[config.mk]
export PLATFORM = sky130hd
export DESIGN_NAME = pwm_bank
export DESIGN_NICKNAME = d
export VERILOG_FILES = /design/src/rtl/pwm_bank_pkg.sv /design/src/rtl/pwm_wrap_detect.sv /design/src/rtl/pwm_duty_buffer.sv /design/src/rtl/pwm_compare_out.sv /design/src/rtl/pwm_bank.sv
export SDC_FILE = /design/constraint.sdc
export NUM_CORES = 1
export LEC_CHECK = 0
export BUFFER_PORTS_ARGS = -buffer_cell sky130_fd_sc_hd__buf_2
export CAP_MARGIN = 40
export CORE_MARGIN = 1.5
export CORE_UTILIZATION = 55
export DETAILED_ROUTE_END_ITERATION = 6
export PLACE_DENSITY_LB_ADDON = 0.05
export SYNTH_ARGS = -nofsm -noshare
export SYNTH_HDL_FRONTEND = slang
export SYNTH_SLANG_ARGS = --single-unit
[constraint.sdc]
create_clock -name clk -period 2.3 [get_ports clk]
set_input_delay 0.115 -clock clk [delete_from_list [all_inputs] [get_ports clk]]
set_output_delay 0.115 -clock clk [all_outputs]
set_load 0.1 [all_outputs]
[src/rtl/pwm_bank_pkg.sv]
package pwm_bank_pkg;
  localparam int CNT_W  = 8;
  localparam int DUTY_W = CNT_W + 1;

  typedef struct packed {
    logic             ext;
    logic [CNT_W-1:0] cmp;
  } duty_t;
endpackage

[src/rtl/pwm_wrap_detect.sv]
module pwm_wrap_detect #(
  parameter int W = 8
) (
  input  logic         clk,
  input  logic         rst_n,
  input  logic [W-1:0] cnt,
  output logic         wrap
);
  localparam logic [W-1:0] TOP = {W{1'b1}};

  logic [W-1:0] prev_q;

  always_ff @(posedge clk or negedge rst_n) begin
    if (!rst_n) prev_q <= '0;
    else        prev_q <= cnt;
  end

  // Only the one clock where the count moves from all-ones to zero.
  assign wrap = (prev_q == TOP) && (cnt == '0);
endmodule

[src/rtl/pwm_duty_buffer.sv]
module pwm_duty_buffer
  import pwm_bank_pkg::*;
(
  input  logic  clk,
  input  logic  rst_n,
  input  logic  wr_en,
  input  duty_t wr_duty,
  input  logic  wrap,
  output duty_t shadow,
  output duty_t active,
  output duty_t active_eff
);
  // At a wrap the compare already uses the word being loaded.
  assign active_eff = wrap ? shadow : active;

  always_ff @(posedge clk or negedge rst_n) begin
    if (!rst_n) begin
      shadow <= '0;
      active <= '0;
    end else begin
      active <= active_eff;
      if (wr_en) shadow <= wr_duty;
    end
  end
endmodule

[src/rtl/pwm_compare_out.sv]
module pwm_compare_out
  import pwm_bank_pkg::*;
(
  input  logic             clk,
  input  logic             rst_n,
  input  logic             enable,
  input  logic [CNT_W-1:0] cnt,
  input  duty_t            duty,
  output logic             out
);
  logic at_or_above;

  assign at_or_above = {1'b0, cnt} >= {duty.ext, duty.cmp};

  always_ff @(posedge clk or negedge rst_n) begin
    if (!rst_n) out <= 1'b0;
    else        out <= enable && at_or_above;
  end
endmodule

[src/rtl/pwm_bank.sv]
module pwm_bank
  import pwm_bank_pkg::*;
#(
  parameter int NUM_CH = 2
) (
  input  logic                     clk,
  input  logic                     rst_n,
  input  logic [CNT_W-1:0]         cnt_lo,
  input  logic [NUM_CH-1:0]        pwm_en,
  input  logic [NUM_CH-1:0]        cmp_en,
  input  logic [NUM_CH-1:0]        duty_we,
  input  logic [NUM_CH*DUTY_W-1:0] duty_wdata,
  output logic [NUM_CH-1:0]        pwm_out
);
  logic                     wrap;
  logic [NUM_CH*DUTY_W-1:0] shadow_flat;
  logic [NUM_CH*DUTY_W-1:0] active_flat;

  pwm_wrap_detect #(.W(CNT_W)) u_wrap (
    .clk   (clk),
    .rst_n (rst_n),
    .cnt   (cnt_lo),
    .wrap  (wrap)
  );

  for (genvar ch = 0; ch < NUM_CH; ch++) begin : g_ch
    duty_t sh, ac, eff;

    pwm_duty_buffer u_buf (
      .clk        (clk),
      .rst_n      (rst_n),
      .wr_en      (duty_we[ch]),
      .wr_duty    (duty_t'(duty_wdata[ch*DUTY_W +: DUTY_W])),
      .wrap       (wrap),
      .shadow     (sh),
      .active     (ac),
      .active_eff (eff)
    );

    pwm_compare_out u_cmp (
      .clk    (clk),
      .rst_n  (rst_n),
      .enable (pwm_en[ch] && cmp_en[ch]),
      .cnt    (cnt_lo),
      .duty   (eff),
      .out    (pwm_out[ch])
    );

    assign shadow_flat[ch*DUTY_W +: DUTY_W] = sh;
    assign active_flat[ch*DUTY_W +: DUTY_W] = ac;
  end
endmodule

After elaboration in Yosys (flattened, before gate mapping) --
Cells that the tools add are included.
Word-level totals: bits in registers 46, input port bits 34, output and inout port bits 2, logic and storage cells 22
Cells by class: magnitude comparators 2, eq/ne operators 1, mux-type cells 2, reduce and logical (&&, ||, !) cells 6
Operator list (number):
- $ge 8x9->1 | 2
- $mux 9 | 2
- $eq 8x8->1 const B | 1
- $logic_not 8->1 | 1
- $logic_and 1x1->1 | 5

Logic depth before layout (Yosys ltp) --
depth after elaboration 5, gate-level depth with buffers 9, mapped depth without buffers 9

Modules after synthesis --
Synthesis repeated with hierarchy kept, for this count alone.
Second synthesis, totals: cells, all modules 147, area total of the unflattened synthesis 2207.1 sq um
By module, submodules not included:
- pwm_duty_buffer | times used 2, cells each 38, area each 743.2 sq um, seq. area each 450.4 sq um
- pwm_compare_out | times used 2, cells each 28, area each 229.0 sq um, seq. area each 25.0 sq um
- pwm_wrap_detect | times used 1, cells each 13, area each 250.2 sq um, seq. area each 200.2 sq um
- pwm_bank | times used 1, cells each 2, area each 12.5 sq um, seq. area each 0.0 sq um

Least setup slack after synthesis --
No wires, ideal clock.
kind register to register, from register u_wrap.prev_q[6], to register g_ch[1].u_cmp.out, setup time 0.123 ns, arrival 1.928 ns, required time 2.177 ns, setup slack 0.248 ns, stages on the path, launching flop included 9, clock period less this slack 2.052 ns, path through dfrtp_1 -> and4bb_2 -> nand4_4 -> mux2_2 -> ha_1 -> nand2b_1 -> a211oi_1 -> o221a_2 -> nor3_2
RTL lines:
- start: declaration | line pwm_wrap_detect.sv:11 | logic [W-1:0] prev_q;
- start signal: assignment | line pwm_wrap_detect.sv:15 | else prev_q <= cnt;
- end signal: assignment | line pwm_compare_out.sv:17 | else out <= enable && at_or_above;
- end: declaration | line pwm_compare_out.sv:9 | output logic out

==> flow_metrics.env <==
export IMPL_status="complete, no violations"
export IMPL_instances_no_fill=250
export IMPL_rrSetupSlack_ns=0.08
export IMPL_switching_share_pct=23.1
export IMPL_drc=0
export IMPL_cts_tree="built"
export IMPL_clkSinkCount=46
export IMPL_diodes=0
export IMPL_combPwrFrac_pct=10.9
export IMPL_cts_buffers=5
export IMPL_tightest_slew_ns=0.483
export IMPL_initial_core_util_pct=56.8
export IMPL_clock_skew_final_ns=0.00449
export IMPL_yosysUniqueCellTypes=28
export IMPL_die_area_mm2=0.00413
export IMPL_syn_nets=197
export IMPL_synth_edff_count=0
export IMPL_syn_area_per_cell_um2=14.0
export IMPL_holdPathStages=1
export IMPL_fp_dieW_um=64.3
export IMPL_clk_latency_ns=0.30
export IMPL_layout_setup_ws_ns=0.0806
export IMPL_worst_slew_margin_rel_pct=68.0
export IMPL_h_tree_depth=2
export IMPL_dieHeight_um=64.3
export IMPL_drtPass1Iterations=2
export IMPL_synth_most_common_cell="dfrtp_1"
export IMPL_r2r_cells=8
export IMPL_pre_cts_ws_ns=0.0312
export IMPL_io_pin_count=36
export IMPL_required_ns=2.49
export IMPL_wl_per_cell_um=15.2
export IMPL_yosys_most_used_dff="dfrtp_1"
export IMPL_grt_pass1_vias=1369
export IMPL_areaGrowthSynthToFinish_pct=24.0
export IMPL_peakVddDrop_uv=505
export IMPL_end_kind="flip-flop"
export IMPL_cp_start_kind="flip-flop"
export IMPL_finalHoldViolCount=0
export IMPL_dpl_hpwl_um=2800
export IMPL_power_total_mw=1.53
export IMPL_grt_pass1_wl_um=6150
export IMPL_syn_area_mm2=0.00206
export IMPL_r2r_end="g_ch[1].u_cmp.out$_DFF_PN0_"
export IMPL_gr_usage_all_layers_pct=20.6
export IMPL_antenna_found_initial=0
export IMPL_synth_cells=147
export IMPL_clkSlewWorstSetupHoldPaths_ns=0.08
export IMPL_slew_viol_final=0
export IMPL_cts_buffer_depth=2
export IMPL_wirelength_um=3800
export IMPL_cts_root_buf="clkbuf_8"
export IMPL_fin_nets=251
export IMPL_grt_ovfl_total=0
export IMPL_power_leakage_nw=1.37
export IMPL_hold_path_end="u_wrap.prev_q[3]$_DFF_PN0_"
export IMPL_cap_viol_max_count=0
export IMPL_yosysWarnings=0
export IMPL_ys_seq_area_share_pct=55.8
export IMPL_min_period_ns=2.22
export IMPL_yosysTopAreaCell="dfrtp_1"
export IMPL_setup_tns_ns=0
export IMPL_reg2reg_from="u_wrap.prev_q[0]$_DFF_PN0_"
export IMPL_p_sw_mw=0.353
export IMPL_critPathKind="reg2reg"
export IMPL_crit_arrival_ns=2.41
export IMPL_postRouteAntennaNets=0
export IMPL_yosys_top_cells_count="dfrtp_1, mux2_2, ha_1, inv_1, mux2i_1"
export IMPL_rows=22
export IMPL_via_per_inst=5.18
export IMPL_ys_async_sr_fraction_pct=100
export IMPL_first_iter_violations=35
export IMPL_io_buffers=35
export IMPL_hp_start="cnt_lo[3]"
export IMPL_pwr_share_seq_pct=56.8
export IMPL_synth_seq_cells=46
export IMPL_cp_max_fo=6
export IMPL_num_vias=1295
export IMPL_gp_congestion=0.751
export IMPL_synth_top_area_share_pct=55.8
export IMPL_coreArea_mm2=0.00363
export IMPL_setup_violations=0
export IMPL_grt_max_degree=32
export IMPL_internal_power_mw=1.17
export IMPL_p_per_area_mw_per_mm2=597
export IMPL_clkPwrFrac_pct=32.3
export IMPL_worstHoldPathType="in2reg"
export IMPL_period_share_pct=96.5
export IMPL_fmax_mhz=451
export IMPL_dp_cells=228
export IMPL_drive_gt1_share_pct=44.1
export IMPL_synth_area_leaders="dfrtp_1, mux2_2, ha_1"
cell type report:
cell class,count,area [µm²]
clock inverter,1,5.00
fill,287,1070
sequential,46,1150
inverter,16,60.1
timing repair buffer,52,350
multi-input combinational,80,847
tap,48,60.1
clock buffer,7,86.3
metal layers:
layer,track usage [%],vias to the layer above,part of all wire [%]
li1,-,623,-
met1,23.0,638,41
met3,5.63,6,4.4
met5,0,-,0
met2,36.8,28,53
met4,8.51,0,1.6
layout by cell type (no fill, tap or decap), types with 2 or more instances in the layout:
master / count
dfrtp_1: 46
buf_2: 35
mux2_2: 24
inv_1: 16
ha_1: 16
mux2i_1: 9
dlygate4sd3_1: 8
clkbuf_8: 6
buf_4: 5
nand2_1: 3
a21oi_1: 3
and4bb_2: 2
and4_1: 2
mux2_4: 2
nor2_1: 2
nor3_2: 2
a211oi_2: 2
buf_6: 2
power by group through the flow:
| stage | combinational (mW) | sequential (mW) | clock [mW] |
|---|---|---|---|
| after floorplan | 0.0866 | 0.877 | 0 |
| after CTS | 0.163 | 0.868 | 0.510 |
| final | 0.167 | 0.868 | 0.493 |
| after global placement | 0.143 | 0.882 | 0 |
| after detailed placement | 0.153 | 0.885 | 0 |
| after global routing | 0.184 | 0.874 | 0.541 |
logic make-up (layout without fill, tap and decap cells):
kind of cell / Yosys count / in the layout / synth area share (%)
buf+inv: 21 / 76 / 4.55
compound gates: 13 / 13 / 4.42
mux: 36 / 36 / 19.2
simple gates: 15 / 15 / 6.36
flops: 46 / 46 / 55.8
fa+ha+maj: 16 / 16 / 9.70
per-stage QoR:
stage / hold WS (ns) / util [%] / area (µm²)
2_1_floorplan: -0.181 / - / 2060
6_report: 0.0178 / 70.5 / 2560
3_3_place_gp: 0.287 / 62.8 / 2280
4_1_cts: 0.00627 / 67.8 / 2460
5_1_grt: 0.00419 / 70.5 / 2560
3_5_place_dp: 0.0566 / 63.3 / 2300
what timing repair did:
action                                 4_1_cts  5_1_grt
setup endpoints to repair                    0        2
gates resized for setup                      0       11
hold buffers                                 7        1
setup buffers                                0        6
endpoints found under the hold margin       21        1
worst max-delay path, stage by stage, from the launching register on:
cell,delay [ns]
dfrtp_1,0.36
and4bb_2,0.25
nand4_4,0.17
mux2_2,0.38
ha_1,0.28
nand2b_1,0.18
a211oi_2,0.23
o221a_2,0.22
nor3_2,0.04
sequential cells by signal, indices dropped and copies added, names as in the netlist:
signal and cells:
g_ch.u_buf.shadow 18, u_wrap.prev_q 8, g_ch.u_buf.active 18, g_ch.u_cmp.out 2
worst max path at each step:
| stage | depth (start not counted) | endpoint | slack, ns | from |
|---|---|---|---|---|
| CTS | 9 | g_ch[1].u_cmp.out$_DFF_PN0_ | 0.05 | u_wrap.prev_q[6]$_DFF_PN0_ |
| global placement | 10 | g_ch[0].u_cmp.out$_DFF_PN0_ | 0.1 | cnt_lo[0] |
| finish | 8 | g_ch[1].u_cmp.out$_DFF_PN0_ | 0.08 | u_wrap.prev_q[0]$_DFF_PN0_ |
| global route | 9 | g_ch[0].u_cmp.out$_DFF_PN0_ | -0.05 | u_wrap.prev_q[5]$_DFF_PN0_ |
| detailed placement | 10 | g_ch[0].u_cmp.out$_DFF_PN0_ | 0.03 | cnt_lo[2] |
| floorplan | 8 | g_ch[1].u_cmp.out$_DFF_PN0_ | 0.25 | u_wrap.prev_q[6]$_DFF_PN0_ |
Power figures use the tool's default switching activity.
